===== config.mk =====
export PLATFORM = sky130hd
export DESIGN_NAME = sensor_i2c_target
export DESIGN_NICKNAME = d
export VERILOG_FILES = /design/src/rtl/i2c_tgt_pkg.sv /design/src/rtl/i2c_line_sync.sv /design/src/rtl/i2c_stuck_timer.sv /design/src/rtl/i2c_tgt_engine.sv /design/src/rtl/sensor_i2c_target.sv
export SDC_FILE = /design/constraint.sdc
export NUM_CORES = 1
export LEC_CHECK = 0
export ABC_AREA = 1
export BUFFER_PORTS_ARGS = -buffer_cell sky130_fd_sc_hd__buf_2
export CORE_MARGIN = 2
export CORE_UTILIZATION = 46
export CTS_CLUSTER_SIZE = 8
export DETAILED_ROUTE_END_ITERATION = 6
export SKIP_CTS_REPAIR_TIMING = 1
export SYNTH_ARGS = -nofsm -noshare
export SYNTH_HDL_FRONTEND = slang
export SYNTH_HIERARCHICAL = 1
export SYNTH_SLANG_ARGS = --single-unit

===== constraint.sdc =====
create_clock -name clk -period 2 [get_ports clk]
set_clock_uncertainty 0.15 [all_clocks]
set_input_delay 0 -clock clk [delete_from_list [all_inputs] [get_ports clk]]
set_output_delay 0 -clock clk [all_outputs]
set_load 0.005 [all_outputs]

===== src/rtl/i2c_tgt_pkg.sv =====
// Shared constants and state type for the serial target.
// Assumes 8-bit bus bytes and a 16-bit register word sent as two bytes.
package i2c_tgt_pkg;
    localparam int WORD_W = 16;
    localparam logic [4:0] DEV_ADDR_HI = 5'b10001;
    localparam logic [6:0] ALERT_RESP_ADDR = 7'b0001100;
    localparam logic [7:0] GC_RESET_CMD = 8'h06;
    localparam logic [4:0] HS_CODE_HI = 5'b00001;

    typedef enum logic [2:0] {
        S_IDLE, S_ADDR, S_WDATA, S_ACKOUT, S_RDATA, S_ACKIN, S_SKIP
    } tgt_state_e;
endpackage


===== src/rtl/i2c_line_sync.sv =====
// Brings SCL and SDA into the clock domain with two flops each and a third
// flop that gives the previous value. From these it derives clock edges and
// START/STOP events. Assumes bus levels stay stable for several system clocks.
module i2c_line_sync (
    input  logic clk,
    input  logic rst_n,
    input  logic scl_i,
    input  logic sda_i,
    output logic scl_s,
    output logic sda_s,
    output logic scl_rise,
    output logic scl_fall,
    output logic start_det,
    output logic stop_det
);
    logic [2:0] scl_p, sda_p;

    // shift the raw lines through the synchroniser chains (idle high)
    always_ff @(posedge clk) begin
        if (!rst_n) begin
            scl_p <= 3'b111;
            sda_p <= 3'b111;
        end else begin
            scl_p <= {scl_p[1:0], scl_i};
            sda_p <= {sda_p[1:0], sda_i};
        end
    end

    assign scl_s     = scl_p[1];
    assign sda_s     = sda_p[1];
    assign scl_rise  = scl_p[1] & ~scl_p[2];
    assign scl_fall  = ~scl_p[1] & scl_p[2];
    assign start_det = scl_p[1] & scl_p[2] & sda_p[2] & ~sda_p[1];
    assign stop_det  = scl_p[1] & scl_p[2] & ~sda_p[2] & sda_p[1];
endmodule


===== src/rtl/i2c_stuck_timer.sv =====
// Counts how long SCL has been low, in milliseconds, using a prescaler on
// the system clock. Gives a one-cycle timeout pulse at the limit.
// Assumes CLK_PER_MS >= 2.
module i2c_stuck_timer #(
    parameter int CLK_PER_MS = 250000,
    parameter int TIMEOUT_MS = 28
) (
    input  logic clk,
    input  logic rst_n,
    input  logic scl_s,
    output logic tmo
);
    localparam int PRE_W = (CLK_PER_MS > 2) ? $clog2(CLK_PER_MS) : 1;
    localparam int MS_W  = (TIMEOUT_MS > 1) ? $clog2(TIMEOUT_MS) : 1;

    logic [PRE_W-1:0] pre;
    logic [MS_W-1:0]  ms;

    // count clocks and milliseconds while SCL stays low
    always_ff @(posedge clk) begin
        if (!rst_n || scl_s) begin
            pre <= '0;
            ms  <= '0;
            tmo <= 1'b0;
        end else begin
            tmo <= 1'b0;
            if (pre == PRE_W'(CLK_PER_MS - 1)) begin
                pre <= '0;
                if (ms == MS_W'(TIMEOUT_MS - 1)) begin
                    ms  <= '0;
                    tmo <= 1'b1;
                end else begin
                    ms <= ms + 1'b1;
                end
            end else begin
                pre <= pre + 1'b1;
            end
        end
    end

    AST_TMO_SINGLE: assert property (@(posedge clk) disable iff (!rst_n) tmo |=> !tmo) else $error("timeout pulse longer than one cycle");
endmodule


===== src/rtl/i2c_tgt_engine.sv =====
// Byte-level engine of the serial target. It decodes the address byte and
// runs the pointer and data writes, two-byte reads, general-call reset,
// master-code detection and the alert response with arbitration. SDA drive
// changes only on a synchronised SCL falling edge.
// Assumes events come from i2c_line_sync and the timeout from i2c_stuck_timer.
module i2c_tgt_engine
    import i2c_tgt_pkg::*;
#(
    parameter int PTR_W = 8
) (
    input  logic              clk,
    input  logic              rst_n,
    input  logic              scl_s,
    input  logic              sda_s,
    input  logic              scl_rise,
    input  logic              scl_fall,
    input  logic              start_det,
    input  logic              stop_det,
    input  logic              tmo,
    input  logic [1:0]        strap_sel,
    input  logic [WORD_W-1:0] reg_rdata,
    input  logic              alert_pend,
    input  logic              high_flag,
    output logic              sda_oe,
    output logic [PTR_W-1:0]  reg_addr,
    output logic [WORD_W-1:0] reg_wdata,
    output logic              reg_wr,
    output logic              reg_rd,
    output logic              defaults_rst,
    output logic              alert_clr,
    output logic              hs_mode
);
    tgt_state_e        st;
    logic [3:0]        cnt;
    logic [7:0]        shreg, tx, wmsb;
    logic [WORD_W-1:0] rd_hold;
    logic [1:0]        strap_q, widx;
    logic              rd_mode, gc, ara, lost, ridx, mack;
    logic              hit_dev, hit_gc, hit_ara, hit_hs;

    // classify the received address byte
    always_comb begin
        hit_dev = shreg[7:1] == {DEV_ADDR_HI, strap_q};
        hit_gc  = shreg == 8'h00;
        hit_ara = (shreg == {ALERT_RESP_ADDR, 1'b1}) && alert_pend;
        hit_hs  = shreg[7:3] == HS_CODE_HI;
    end

    // bus protocol sequencer
    always_ff @(posedge clk) begin
        if (!rst_n) begin
            st <= S_IDLE; cnt <= '0; shreg <= '0; tx <= '0; wmsb <= '0;
            rd_hold <= '0; strap_q <= '0; widx <= '0; rd_mode <= 1'b0;
            gc <= 1'b0; ara <= 1'b0; lost <= 1'b0; ridx <= 1'b0; mack <= 1'b0;
            sda_oe <= 1'b0; reg_addr <= '0; reg_wdata <= '0; reg_wr <= 1'b0;
            reg_rd <= 1'b0; defaults_rst <= 1'b0; alert_clr <= 1'b0; hs_mode <= 1'b0;
        end else begin
            reg_wr <= 1'b0; reg_rd <= 1'b0; defaults_rst <= 1'b0; alert_clr <= 1'b0;
            if (tmo || stop_det) begin
                st <= S_IDLE; sda_oe <= 1'b0; hs_mode <= 1'b0;
            end else if (start_det) begin
                st <= S_ADDR; cnt <= '0; sda_oe <= 1'b0; strap_q <= strap_sel;
            end else begin
                unique case (st)
                    S_ADDR, S_WDATA: begin
                        if (scl_rise && cnt != 4'd8) begin
                            shreg <= {shreg[6:0], sda_s};
                            cnt   <= cnt + 4'd1;
                        end else if (scl_fall && cnt == 4'd8) begin
                            if (st == S_ADDR) begin
                                if (hit_dev) begin
                                    sda_oe <= 1'b1; st <= S_ACKOUT; rd_mode <= shreg[0];
                                    gc <= 1'b0; ara <= 1'b0; lost <= 1'b0; widx <= '0;
                                    if (shreg[0]) begin
                                        rd_hold <= reg_rdata; tx <= reg_rdata[15:8];
                                        ridx <= 1'b0; reg_rd <= 1'b1;
                                    end
                                end else if (hit_gc) begin
                                    sda_oe <= 1'b1; st <= S_ACKOUT; rd_mode <= 1'b0;
                                    gc <= 1'b1; ara <= 1'b0; widx <= '0;
                                end else if (hit_ara) begin
                                    sda_oe <= 1'b1; st <= S_ACKOUT; rd_mode <= 1'b1;
                                    gc <= 1'b0; ara <= 1'b1; lost <= 1'b0;
                                    tx <= {DEV_ADDR_HI, strap_q, high_flag};
                                end else begin
                                    st <= S_SKIP;
                                    if (hit_hs) hs_mode <= 1'b1;
                                end
                            end else if (gc) begin
                                if (widx == 2'd0 && shreg == GC_RESET_CMD) begin
                                    sda_oe <= 1'b1; st <= S_ACKOUT; widx <= 2'd1;
                                    defaults_rst <= 1'b1; reg_addr <= '0;
                                end else begin
                                    st <= S_SKIP;
                                end
                            end else if (widx == 2'd3) begin
                                st <= S_SKIP;
                            end else begin
                                sda_oe <= 1'b1; st <= S_ACKOUT; widx <= widx + 2'd1;
                                if (widx == 2'd0) reg_addr <= PTR_W'(shreg);
                                if (widx == 2'd1) wmsb <= shreg;
                                if (widx == 2'd2) begin
                                    reg_wdata <= {wmsb, shreg}; reg_wr <= 1'b1;
                                end
                            end
                        end
                    end
                    S_ACKOUT: begin
                        if (scl_fall) begin
                            cnt <= '0;
                            if (rd_mode) begin
                                st <= S_RDATA; sda_oe <= ~tx[7];
                            end else begin
                                st <= S_WDATA; sda_oe <= 1'b0;
                            end
                        end
                    end
                    S_RDATA: begin
                        if (scl_rise && cnt != 4'd8) begin
                            if (ara && tx[7] && !sda_s) lost <= 1'b1;
                            tx  <= {tx[6:0], 1'b0};
                            cnt <= cnt + 4'd1;
                        end else if (scl_fall && cnt == 4'd8) begin
                            sda_oe <= 1'b0; st <= S_ACKIN;
                            alert_clr <= ara & ~lost;
                        end else if (scl_fall) begin
                            sda_oe <= ~lost & ~tx[7];
                        end
                    end
                    S_ACKIN: begin
                        if (scl_rise) begin
                            mack <= ~sda_s;
                        end else if (scl_fall) begin
                            if (mack && !ara) begin
                                ridx   <= ~ridx;
                                tx     <= ridx ? rd_hold[15:8] : rd_hold[7:0];
                                sda_oe <= ~(ridx ? rd_hold[15] : rd_hold[7]);
                                cnt    <= '0;
                                st     <= S_RDATA;
                            end else begin
                                st <= S_SKIP;
                            end
                        end
                    end
                    default: ;
                endcase
            end
        end
    end

    AST_DRIVE_SCL_LOW: assert property (@(posedge clk) disable iff (!rst_n) $rose(sda_oe) |-> !scl_s) else $error("SDA drive began with SCL high");
    AST_DRIVE_ENGAGED: assert property (@(posedge clk) disable iff (!rst_n) sda_oe |-> (st == S_ACKOUT || st == S_RDATA)) else $error("SDA driven outside ack or read data");
    AST_HS_HOLD: assert property (@(posedge clk) disable iff (!rst_n) (hs_mode && !stop_det && !tmo) |=> hs_mode) else $error("high-speed mode left without STOP");
    AST_TMO_RELEASE: assert property (@(posedge clk) disable iff (!rst_n) tmo |=> (!sda_oe && st == S_IDLE)) else $error("timeout did not idle the engine");
    AST_WR_SINGLE: assert property (@(posedge clk) disable iff (!rst_n) reg_wr |=> !reg_wr) else $error("write strobe longer than one cycle");
    AST_CLR_WINNER: assert property (@(posedge clk) disable iff (!rst_n) alert_clr |-> (ara && !lost)) else $error("alert cleared without a won response");
endmodule


===== src/rtl/sensor_i2c_target.sv =====
// Top level of the serial target. It connects the line synchroniser, the
// stuck-clock timer and the byte engine. Assumes SDA is wired open-drain
// outside the block, so that sda_oe = 1 pulls the line low.
module sensor_i2c_target #(
    parameter int PTR_W      = 8,
    parameter int CLK_PER_MS = 250000,
    parameter int TIMEOUT_MS = 28
) (
    input  logic             clk,
    input  logic             rst_n,
    input  logic             scl_i,
    input  logic             sda_i,
    output logic             sda_oe,
    input  logic [1:0]       strap_sel,
    output logic [PTR_W-1:0] reg_addr,
    output logic [15:0]      reg_wdata,
    output logic             reg_wr,
    input  logic [15:0]      reg_rdata,
    output logic             reg_rd,
    input  logic             alert_pend,
    input  logic             high_flag,
    output logic             alert_clr,
    output logic             defaults_rst,
    output logic             hs_mode
);
    logic scl_s, sda_s, scl_rise, scl_fall, start_det, stop_det, tmo;

    i2c_line_sync u_sync (
        .clk(clk), .rst_n(rst_n), .scl_i(scl_i), .sda_i(sda_i),
        .scl_s(scl_s), .sda_s(sda_s), .scl_rise(scl_rise), .scl_fall(scl_fall),
        .start_det(start_det), .stop_det(stop_det)
    );

    i2c_stuck_timer #(.CLK_PER_MS(CLK_PER_MS), .TIMEOUT_MS(TIMEOUT_MS)) u_timer (
        .clk(clk), .rst_n(rst_n), .scl_s(scl_s), .tmo(tmo)
    );

    i2c_tgt_engine #(.PTR_W(PTR_W)) u_engine (
        .clk(clk), .rst_n(rst_n), .scl_s(scl_s), .sda_s(sda_s),
        .scl_rise(scl_rise), .scl_fall(scl_fall), .start_det(start_det),
        .stop_det(stop_det), .tmo(tmo), .strap_sel(strap_sel),
        .reg_rdata(reg_rdata), .alert_pend(alert_pend), .high_flag(high_flag),
        .sda_oe(sda_oe), .reg_addr(reg_addr), .reg_wdata(reg_wdata),
        .reg_wr(reg_wr), .reg_rd(reg_rd), .defaults_rst(defaults_rst),
        .alert_clr(alert_clr), .hs_mode(hs_mode)
    );
endmodule


# --- Yosys cells after proc, flatten, opt, wreduce, memory -nomap -nowiden ---
# Cells that the tools add are included.
word_totals:
  inputBits: 24
  memories: 0
  ramBits: 0
  register_bits: 117
  latch_bits: 0
  output_inout_bits: 30
  romBits: 0
  word_cells: 257
op_classes:
  n_div: 0
  eq_ne: 50
  mux: 95
  addsub: 4
  shift: 0
  multipliers: 0
  n_bitwise: 31
  order_cmp: 0
  n_reduce_logical: 49
op_table:
  columns: ["cell", "n"]
  rows:
  - ["8-bit two-way mux", 16]
  - ["3-bit two-way mux", 15]
  - ["1-bit two-way mux", 44]
  - ["9-bit AND reduction", 4]
  - ["8-bit AND reduction", 4]
  - ["4-bit two-way mux", 6]
  - ["8-bit case mux with 3 select lines", 1]
  - ["2-bit by 1-bit != test with 1-bit output (second input constant)", 11]
  - ["1-bit NOT", 22]
  - ["3-bit by 2-bit != test with 1-bit output (second input constant)", 7]
  - ["18-bit by 1-bit adder with 18-bit output (second input constant)", 1]
  - ["18-bit equality test (second input constant)", 1]
  - ["8-bit OR reduction", 2]
  - ["3-bit by 1-bit != test with 1-bit output (second input constant)", 5]
  - ["2-bit two-way mux", 7]
  - ["7-bit AND reduction", 2]
  - ["13-bit AND reduction", 1]
  - ["3-bit != test (second input constant)", 4]
  - ["3-bit case mux with 4 select lines", 1]
  - ["4-bit case mux with 3 select lines", 1]
  - ["12-bit AND reduction", 1]
  - ["11-bit AND reduction", 1]
  - ["10-bit AND reduction", 1]
  - ["1-bit AND", 9]
  - ["36 further kinds", 62]

# --- Longest topological paths before layout ---
# Gate-level depths: netlist (run 1).
depth:
  depth_word: 10
  depth_mapped: 14
  depth_no_buf: 14

# --- Cells and area by module ---
# The synthesis (run 1) kept the hierarchy.
by_module_without_submodules:
  columns: ["module", "cells_per_inst", "area_per_inst_um2", "instances"]
  rows:
  - ["i2c_tgt_engine", 694, 4703.3, 1]
  - ["i2c_stuck_timer", 195, 1332.5, 1]
  - ["i2c_line_sync", 27, 198.9, 1]

# --- Worst setup path before layout (run 1) ---
# OpenSTA, ideal clock, no wires.
synth_timing:
  kind: "flip-flop to flip-flop"
  startpoint: "register u_sync.scl_p[2]"
  endpoint: "register u_engine.reg_wdata[0]"
  path_slack_ps: 153
  t_required_ps: 1717
  period_less_slack_ps: 1847
  path_buffers: 1
  arrival_ps: 1564
  stages_incl_launch_ff: 11
  cell_sequence: "dfxtp_1 -> inv_1 -> nor2_1 -> nand4_2 -> inv_1 -> nand2_4 -> nor2_4 -> nand3_4 -> buf_6 -> nor2_1 -> nor3_1"
synth_between:
  word_cells_on_any_way: 15
  classes_between: "bitwise (11); reduce/logical (4)"
synth_lines:
  columns: ["item", "line_no", "source"]
  rows:
  - ["from (decl)", "i2c_line_sync.sv:16", "logic [2:0] scl_p, sda_p;"]
  - ["from (signal assigned)", "i2c_line_sync.sv:24", "scl_p <= {scl_p[1:0], scl_i};"]
  - ["1-bit AND", "i2c_line_sync.sv:32", "assign scl_fall = ~scl_p[1] & scl_p[2];"]
  - ["net scl_fall", "sensor_i2c_target.sv:26", "logic scl_s, sda_s, scl_rise, scl_fall, start_det, stop_det, tmo;"]
  - ["1-bit logical AND", "i2c_tgt_engine.sv:69", "end else if (scl_fall && cnt == 4'd8) begin"]
  - ["9-bit AND reduction (no line)", null, null]
  - ["to (signal assigned)", "i2c_tgt_engine.sv:55", "sda_oe <= 1'b0; reg_addr <= '0; reg_wdata <= '0; reg_wr <= 1'b0;"]
  - ["to (signal assigned)", "i2c_tgt_engine.sv:103", "reg_wdata <= {wmsb, shreg}; reg_wr <= 1'b1;"]
  - ["to (decl)", "i2c_tgt_engine.sv:26", "output logic [WORD_W-1:0] reg_wdata,"]
# The timed path passes the listed nets, and every way through them passes these cells.
# A chain may end at the register's enable or synchronous reset.

# --- Final worst setup path (run 1) ---
layout_timing:
  startpoint: "register u_engine.widx[0]"
  endpoint: "register u_engine.widx[0]"
layout_between:
  elab_chain_len: 4
  word_cells_on_any_way: 10
  classes_between: "add/sub (1); eq/ne (3); mux (3); reduce/logical (3)"
layout_lines:
  columns: ["item", "line_no", "source"]
  rows:
  - ["from (decl)", "i2c_tgt_engine.sv:37", "logic [1:0] strap_q, widx;"]
  - ["from (signal assigned)", "i2c_tgt_engine.sv:53", "rd_hold <= '0; strap_q <= '0; widx <= '0; rd_mode <= 1'b0;"]
  - ["from (signal assigned)", "i2c_tgt_engine.sv:73", "gc <= 1'b0; ara <= 1'b0; lost <= 1'b0; widx <= '0;"]
  - ["from (signal assigned)", "i2c_tgt_engine.sv:80", "gc <= 1'b1; ara <= 1'b0; widx <= '0;"]
  - ["2-bit by 1-bit adder with 2-bit output or 2-bit logical NOT (tied branches)", "i2c_tgt_engine.sv:99, i2c_tgt_engine.sv:90", null]
  - ["2-bit two-way mux or 1-bit logical AND (tied branches)", "i2c_tgt_engine.sv:96, i2c_tgt_engine.sv:90", null]
  - ["2-bit two-way mux or 3-bit != test (tied branches)", null, null]
  - ["2-bit two-way mux or 8-bit AND reduction (tied branches)", null, null]
# Several ways; a longest one is shown, not always the timed one. The select of a mux whose other input is x is not followed.

==> metrics.md, run 1 <==
| Metric | Value |
|---|---|
| Run status | finished with violations |
| Violations in the final reports | hold timing |
| All-Layer GR Usage | 22.2% |
| RSZ-0062 raised after global routing | true |
| Endpoint with the worst hold slack | u_engine/tx[0] |
| Total number of vias | 6053 |
| Number of register bits inferred by synthesis | 117 |
| Crit Path Max Fanout | 4 |
| Pin count of the biggest net entering global routing | 37 |
| Hold/Removal Path Class | in2reg |
| Root buffer selected by CTS | clkbuf_16 |
| Fin crit share | 93.0% |
| Worst Tran Pin Value | 435 ps |
| Arrival time at the worst endpoint | 2010 ps |
| HP Start | high_flag |
| CTS tree | built |
| Vias in the first global route | 5219 |
| Setup-violating endpoint count in the final report | 0 |
| CTS HTree Levels | 4 |
| Die H | 120 µm |
| Sequential element share of the synthesized area | 37.6% |
| Post-route DRC | 0 |
| WS Path Type | reg2reg |
| Router iterations before antenna repair | 5 |
| First-pass GRT wire length | 25600 µm |
| Syn_nets | 948 |
| Worst hold-check slack | -34.1 ps |
| Share of cells above drive strength 1 | 22.2% |
| R2r startpoint | u_engine/widx[0] |
| Number of warnings printed during yosys synthesis | 6 |
| Distinct cells, synth | 44 |
| Slack of the worst reg-to-reg path | 140 ps |
| Die outline width | 120 µm |
| Worst slew margin relative to its limit | 71.0% |
| Antenna-violating nets left | 0 |
| P per Cell Area | 1010 nW/µm² |
| Leftover overflow at the end of global routing | 0 |
| Synthesized cell area | 6230 µm² |
| Average detailed-routed wire length per instance | 13.1 µm |
| Effective utilization at floorplan | 47.1% |
| Via density per instance | 4.96 |
| Area Growth Syn to Fin | 26.9% |
| Floorplan die area | 14500 µm² |
| Number of sinks driven by the clock tree | 117 |
| Leakage power figure | 0.00360 µW |
| Most used flip-flop cell after synthesis | dfxtp_1 |
| Buffers from clock root to sink, at most | 2 |
| Shortest period the worst path allows | 1860 ps |
| Worst supply voltage drop on vdd | 0.636 mV |
| Worst endpoint required time | 2150 ps |
| Core area | 13200 µm² |
| Number of buffers added by the clock tree synthesis step | 17 |
| DP HPWL | 11200 µm |
| Number of placed I/O pins | 54 |
| Post-Place Cells | 1160 |
| Initial DRC Count | 407 |
| Worst reg2reg path endpoint | u_engine/widx[0] |
| Std-Cell Rows | 42 |
| Maximum clock frequency | 0.538 GHz |
| Final layout net count | 1065 |
| # Max-Cap Violations | 0 |
| Global placer's final weighted congestion | 0.946 |
| Total power | 8000 µW |
| Ant diodes | 0 |
| Hold path depth | 7 |
| Endpoint type of the worst setup path | flip-flop |
| Clock transition at the registers of the reported paths | 50 ps |
| Input/output buffers | 53 |
| Sum of routed wire length over all layers | 16000 µm |
| CP Launch Type | flip-flop |
| Number of hold violations in the final report | 1 |
| Non-filler cells, final | 1221 |
| Placement Cell Area | 6880 µm² |
| Proportion of synthesized flip-flops having asynchronous set or reset | 0% |
| Post-Layout Inst Area | 7910 µm² |
| Worst reg2reg path depth | 9 |
| Average instance area after synthesis | 6.81 µm² |
| Number of enable-type register cells in the synthesized netlist | 0 |
| Gate Count Post-Synth | 916 |
| Number of pins with negative max-slew slack in the final report | 0 |
| Number of antenna violations at the first check in global routing | 0 |
| Clock latency on the worst-skew pair | 420 ps |
## cells in the mapped netlist, types with 2 or more instances
master    number  area share [%]
a21oi_1       43             3.5
a21oi_2        5            0.70
a31oi_1       24             2.4
buf_1          3            0.18
buf_2          6            0.48
buf_4          3            0.36
buf_6          7             1.3
clkbuf_1       9            0.54
clkinv_1       2            0.12
dfxtp_1      117              38
ha_1           8             1.6
inv_1         99             6.0
inv_2         10            0.60
nand2_1      206              12
nand2_2        7            0.70
nand2_4        5            0.90
nand3_1       57             4.6
nand3_2        4            0.64
nand3_4        2            0.56
nand3b_1       5            0.60
nand4_1       10             1.0
nor2_1       132             7.9
nor2_2        22             2.2
nor2_4         6             1.1
nor3_1        38             3.1
nor3_2         3            0.48
nor3_4         2            0.52
o21ai_0       49             3.9
o21ai_1        4            0.32
o21bai_1       6            0.72
or2_2          4            0.40
xor2_1         6            0.84
## flip-flops by register name (all words and copies together) (netlist names), 4 cells and up
name	flops
u_timer/pre	18
u_engine/rd_hold	16
u_engine/tx	8
u_engine/shreg	8
u_engine/cnt	4
u_engine/wmsb	8
u_engine/reg_wdata	16
u_timer/ms	5
u_engine/reg_addr	8
## metrics by stage
stage / setup TNS [ps] / setup WS, ps / hold slack (ps) / util, %
final: 0 / 141 / -34.1 / 59.7
after global placement: 0 / 53.2 / 34.6 / 52.0
after detailed placement: 0 / 12.4 / 36.4 / 52.0
after CTS: 0 / 4.22 / -399 / 56.4
after global routing: -176 / -59.9 / 56.6 / 59.7
after floorplan: 0 / 153 / -81.3 / -
## worst max-delay path, stage by stage, from the launching register on
cell	delay [ps]
dfxtp_1	330
inv_1	130
ha_1	190
nand2_1	60
nor3_1	130
nand2_1	150
nand3_1	180
nand3_1	170
o21ai_0	200
a21oi_1	50
## power by group
part           internal [µW]  switching, µW  total [µW]
Clock                   1980           1050        3030
Combinational            834           1540        2380
Sequential              2490            105        2600
Total                   5300           2700        8000
## how the worst max path moves through the flow
stage	start	endpoint	slack, ps	cells after the start
after global routing	u_engine/cnt[1]	u_engine/reg_addr[5]	-60	13
after floorplan	u_sync/scl_p[2]	u_engine/reg_wdata[0]	150	10
after CTS	u_engine/cnt[1]	u_engine/reg_wdata[1]	4	9
after global placement	u_engine/cnt[1]	u_engine/reg_wdata[14]	50	9
after detailed placement	u_sync/scl_p[1]	u_engine/tx[5]	10	14
final	u_engine/widx[0]	u_engine/widx[0]	140	9
## logic make-up (layout without fill, tap and decap cells)
logic type | Yosys count | after routing | share of synthesized area, %
AO/OA/AOI/OAI | 134 | 134 | 11.9
flip-flops | 117 | 117 | 37.6
AND/OR/NAND/NOR | 507 | 508 | 37.8
XOR/XNOR | 7 | 7 | 0.983
adder cells (fa/ha/maj) | 8 | 8 | 1.61
buffers and inverters | 143 | 271 | 10.1
## layout make-up
class	count	area, µm²
well taps	176	220
inverters	113	430
repair buffers	127	940
multi-input cells	657	3390
flip-flops and latches	117	2350
clock inverters	9	129
clock buffers	22	454
fillers	1269	5330
## layer usage
metal / track usage, % / vias up / wire length (µm)
met2: 32.8 / 153 / 7000
met5: 0 / - / 0
met4: 8.65 / 0 / 248
met1: 31.8 / 2694 / 8040
met3: 4.29 / 23 / 706
li1: - / 3183 / -
## cell usage in the layout, fill, tap and decap left out, types with 3 or more instances in the layout
cell type and count:
ha_1 7, nand2_1 199, buf_2 53, nand3b_1 5
clkbuf_16 17, nor2_2 27, nand2_2 12, buf_4 44
buf_6 3, dlygate4sd3_1 23, buf_12 4, nand2_4 7
clkinv_2 4, o21ai_1 5, nand3_4 4, a21oi_1 43
nand3_1 55, a31oi_1 24, o21bai_1 6, nand4_1 10
nor2_1 124, nor3_2 3, dfxtp_2 4, dfxtp_1 112
o21ai_0 48, nor2_4 9, or2_2 4, clkbuf_1 4
inv_2 13, nand3_2 5, bufinv_16 3, xor2_1 6
a21oi_2 4, nor3_1 38, inv_1 96
Power figures use the tool's default switching activity.
==> inputs of run 2 (changes only) <==
--- a/config.mk
+++ b/config.mk
@@ -5,7 +5,6 @@
 export SDC_FILE = /design/constraint.sdc
 export NUM_CORES = 1
 export LEC_CHECK = 0
-export ABC_AREA = 1
 export BUFFER_PORTS_ARGS = -buffer_cell sky130_fd_sc_hd__buf_2
 export CORE_MARGIN = 2
 export CORE_UTILIZATION = 46
==> metrics.md, run 2 <==
| Metric | Value |
|---|---|
| Clock transition at the registers of the reported paths | 60 ps (about the same) |
| Post-Route Utilization | 68.7% (+8.9 points) |
| Std-Cell Rows | 40 (-4.8%) |
| Maximum clock frequency | 0.430 GHz (-20%) |
| Capturing element of the worst setup path | u_engine/reg_addr[2] |
| Antenna-violating nets left | 0 (unchanged) |
| Gate Count Post-Synth | 661 (-28%) |
| Vias in the first global route | 5132 (-1.7%) |
| Switching share of power | 21.6% (-12 points) |
| Share of cells above drive strength 1 | 38.3% (+16 points) |
| Post-route DRC | 0 (unchanged) |
| Sequential element share of the synthesized area | 41.9% (+4.3 points) |
| Largest register FFs | 18 (unchanged) |
| Root buffer selected by CTS | clkbuf_16 |
| CTS HTree Levels | 4 (unchanged) |
| DP HPWL | 10400 µm (-7.5%) |
| Worst reg2reg path endpoint | u_engine/reg_addr[2] |
| Endpoint type of the worst setup path | flip-flop |
| Most used flip-flop cell after synthesis | dfxtp_1 |
| Ant diodes | 0 (unchanged) |
| Crit Path Max Fanout | 5 (+1) |
| Number of register bits inferred by synthesis | 117 (unchanged) |
| Synthesized cell area | 5590 µm² (-10%) |
| Comb power frac | 4.6% (-25 points) |
| Effective utilization at floorplan | 46.9% (-0.16 points) |
| Input/output buffers | 53 (unchanged) |
| Sum of routed wire length over all layers | 15900 µm (-0.88%) |
| Number of pins with negative max-slew slack in the final report | 0 (unchanged) |
| Leakage power figure | 0.00316 µW (-12%) |
| Share of total power in the clock network | 54.3% (+16 points) |
| Run status | finished with violations |
| Worst slew margin relative to its limit | 66.4% (-4.6 points) |
| Worst path setup slack after routing | -327 ps (-468 ps) |
| # Max-Cap Violations | 0 (unchanged) |
| R2r startpoint | u_sync/scl_p[1] |
| Final layout net count | 857 (-20%) |
| RSZ-0062 raised after global routing | true |
| Number of hold violations in the final report | 0 (-1) |
| Die outline width | 114 µm (-5.1%) |
| First-pass GRT wire length | 24000 µm (-6.3%) |
| Number of enable-type register cells in the synthesized netlist | 0 (unchanged) |
| Most common cell after layout, fill and taps aside | dfxtp_1 |
| Proportion of synthesized flip-flops having asynchronous set or reset | 0% (unchanged) |
| Fin crit share | 116% (+23 points) |
| Router iterations before antenna repair | 5 (unchanged) |
| Number of placed I/O pins | 54 (unchanged) |
| P per Cell Area | 698 nW/µm² (-31%) |
| Slack of the worst reg-to-reg path | -330 ps (-470 ps) |
| Shortest period the worst path allows | 2330 ps (+468 ps) |
| Most frequently used cell type in the post-synthesis netlist | dfxtp_1 |
| WS Path Type | reg2reg |
| Register share of total power | 41.2% (+8.8 points) |
| Post-Layout Inst Area | 8180 µm² (+3.4%) |
| Commonest cells after routing, fill and taps aside | 107 x dfxtp_1, 86 x buf_4, 80 x nand2_1, 53 x buf_2, 50 x nor2_1 |
| Setup-violating endpoint count in the final report | 74 (+74) |
| Clock latency on the worst-skew pair | 420 ps (about the same) |
| Placement Cell Area | 6620 µm² (-3.8%) |
| Net switching power of the design | 1230 µW (-54%) |
| Violations in the final reports | setup timing |
| Average detailed-routed wire length per instance | 16.1 µm (+23%) |
| Worst reg2reg path depth | 7 (-2) |
| Count of filler cells inserted in the layout | 970 (-24%) |
| Number of warnings printed during yosys synthesis | 6 (unchanged) |
| Largest area contributor in the synthesized netlist | dfxtp_1 |
| All-Layer GR Usage | 22.9% (+0.77 points) |
| Largest registers | u_timer/pre (18), u_engine/rd_hold (16), u_engine/reg_wdata (16) |
| Worst hold-check slack | 177 ps (+211 ps) |
| Placement Setup Slack | -380 ps (-392 ps) |
| Worst endpoint required time | 2200 ps (+50 ps) |
| CTS tree | built |
| Number of antenna violations at the first check in global routing | 0 (unchanged) |
| Worst Tran Pin Value | 504 ps (+68.7 ps) |
| Floorplan die area | 13000 µm² (-10%) |
| Worst supply voltage drop on vdd | 0.412 mV (-35%) |
| Buffers from clock root to sink, at most | 2 (unchanged) |
| Syn_nets | 693 (-27%) |
| Number of sinks driven by the clock tree | 117 (unchanged) |
| Hold/Removal Path Class | in2reg |
| Arrival time at the worst endpoint | 2530 ps (+520 ps) |
| Portion of synthesized cell area occupied by the leading cell type | 41.9% (+4.3 points) |
| Worst setup startpoint | u_sync/scl_p[1] |
| Leftover overflow at the end of global routing | 0 (unchanged) |
| Pin count of the biggest net entering global routing | 41 (+11%) |
| Top cell types by occurrence after synthesis | 117 x dfxtp_1, 91 x nand2_1, 52 x nor2_1, 48 x a21oi_1, 45 x nand3_1 |
| Internal | 4470 µW (-16%) |
| Number of buffers added by the clock tree synthesis step | 17 (unchanged) |
| Global placer's final weighted congestion | 0.883 (-6.6%) |
| Via density per instance | 5.65 (+14%) |
| Total number of vias | 5570 (-8.0%) |
| Die H | 114 µm (-5.1%) |
| Average instance area after synthesis | 8.46 µm² (+24%) |
| Largest reg by FF count | u_timer/pre |
| Initial DRC Count | 409 (+0.49%) |
| Core area | 11900 µm² (-10%) |
| Area Growth Syn to Fin | 46.3% |
| CP Launch Type | flip-flop |
| Area contributors post-synth | dfxtp_1 42%, nand2_1 6.1%, mux2i_1 5.9% |
| Distinct cells, synth | 67 (+52%) |
-- run 2: changes by cell type after synthesis, moves of 13 or more --
cell,delta
mux2i_1,+33
nand2_1,-115
inv_1,-84
clkbuf_1,+16
a31oi_1,-17
nor3_1,-21
nand2b_1,+13
o21ai_0,-21
nor2_2,-22
nor2_1,-80
-- run 2: kinds of logic after synthesis --
kind of cell	after synthesis	share of synthesized area, %
XOR/XNOR	16	2.51
buffers and inverters	57	4.50
AND/OR/NAND/NOR	298	27.6
flip-flops	117	41.9
AO/OA/AOI/OAI	129	15.2
multiplexers	36	6.51
adder cells (fa/ha/maj)	8	1.79
-- run 2: layout make-up --
class / instances / area (µm²) / share of cell area (%)
clock buffers: 19 / 453 / 5.54
multi-input cells: 488 / 3490 / 42.6
repair buffers: 184 / 1480 / 18.1
flip-flops and latches: 117 / 2350 / 28.8
well taps: 147 / 184 / 2.25
clock inverters: 13 / 156 / 1.91
inverters: 17 / 63.8 / 0.780
-- run 2: layer usage --
layer	global-route usage, %	up-vias	share of wire [%]
li1	-	2704	-
met1	28.4	2682	45
met2	38.4	153	49
met3	6.72	31	4.5
met4	7.40	0	1.5
met5	0	-	0
-- run 2: stage by stage --
step	TNS, ps	instances	total power, µW
2_1_floorplan	-6300	661	2500
3_3_place_gp	-10740	915	2580
3_5_place_dp	-14020	915	2590
4_1_cts	-15660	947	5690
5_1_grt	-22300	985	5880
6_report	-17760	985	5710
-- run 2: how the worst min path moves through the flow --
stage                 endpoint  cells after the start       start  slack [ps]
2_1_floorplan  u_sync/scl_p[1]                      1       rst_n         -80
3_3_place_gp   u_sync/scl_p[0]                      2       scl_i          40
3_5_place_dp   u_sync/scl_p[0]                      2       scl_i          40
4_1_cts        u_sync/scl_p[0]                      2       scl_i        -400
5_1_grt         u_engine/st[2]                      6  alert_pend         220
6_report        u_engine/st[2]                      6  alert_pend         180
-- run 2: worst max-delay path, stage by stage (launching register included) --
cell,delay [ps]
dfxtp_2,320
and4b_1,210
or3_4,420
nor4_4,280
buf_6,170
o2111ai_4,160
or3b_4,400
a21oi_1,140
-- run 2: power groups by stage --
stage                     logic (µW)  clock network [µW]  registers [µW]
after CTS                        190                3150            2350
after global placement           187                   0            2400
after floorplan                  105                   0            2400
final                            261                3100            2350
after detailed placement         189                   0            2400
after global routing             280                3260            2350
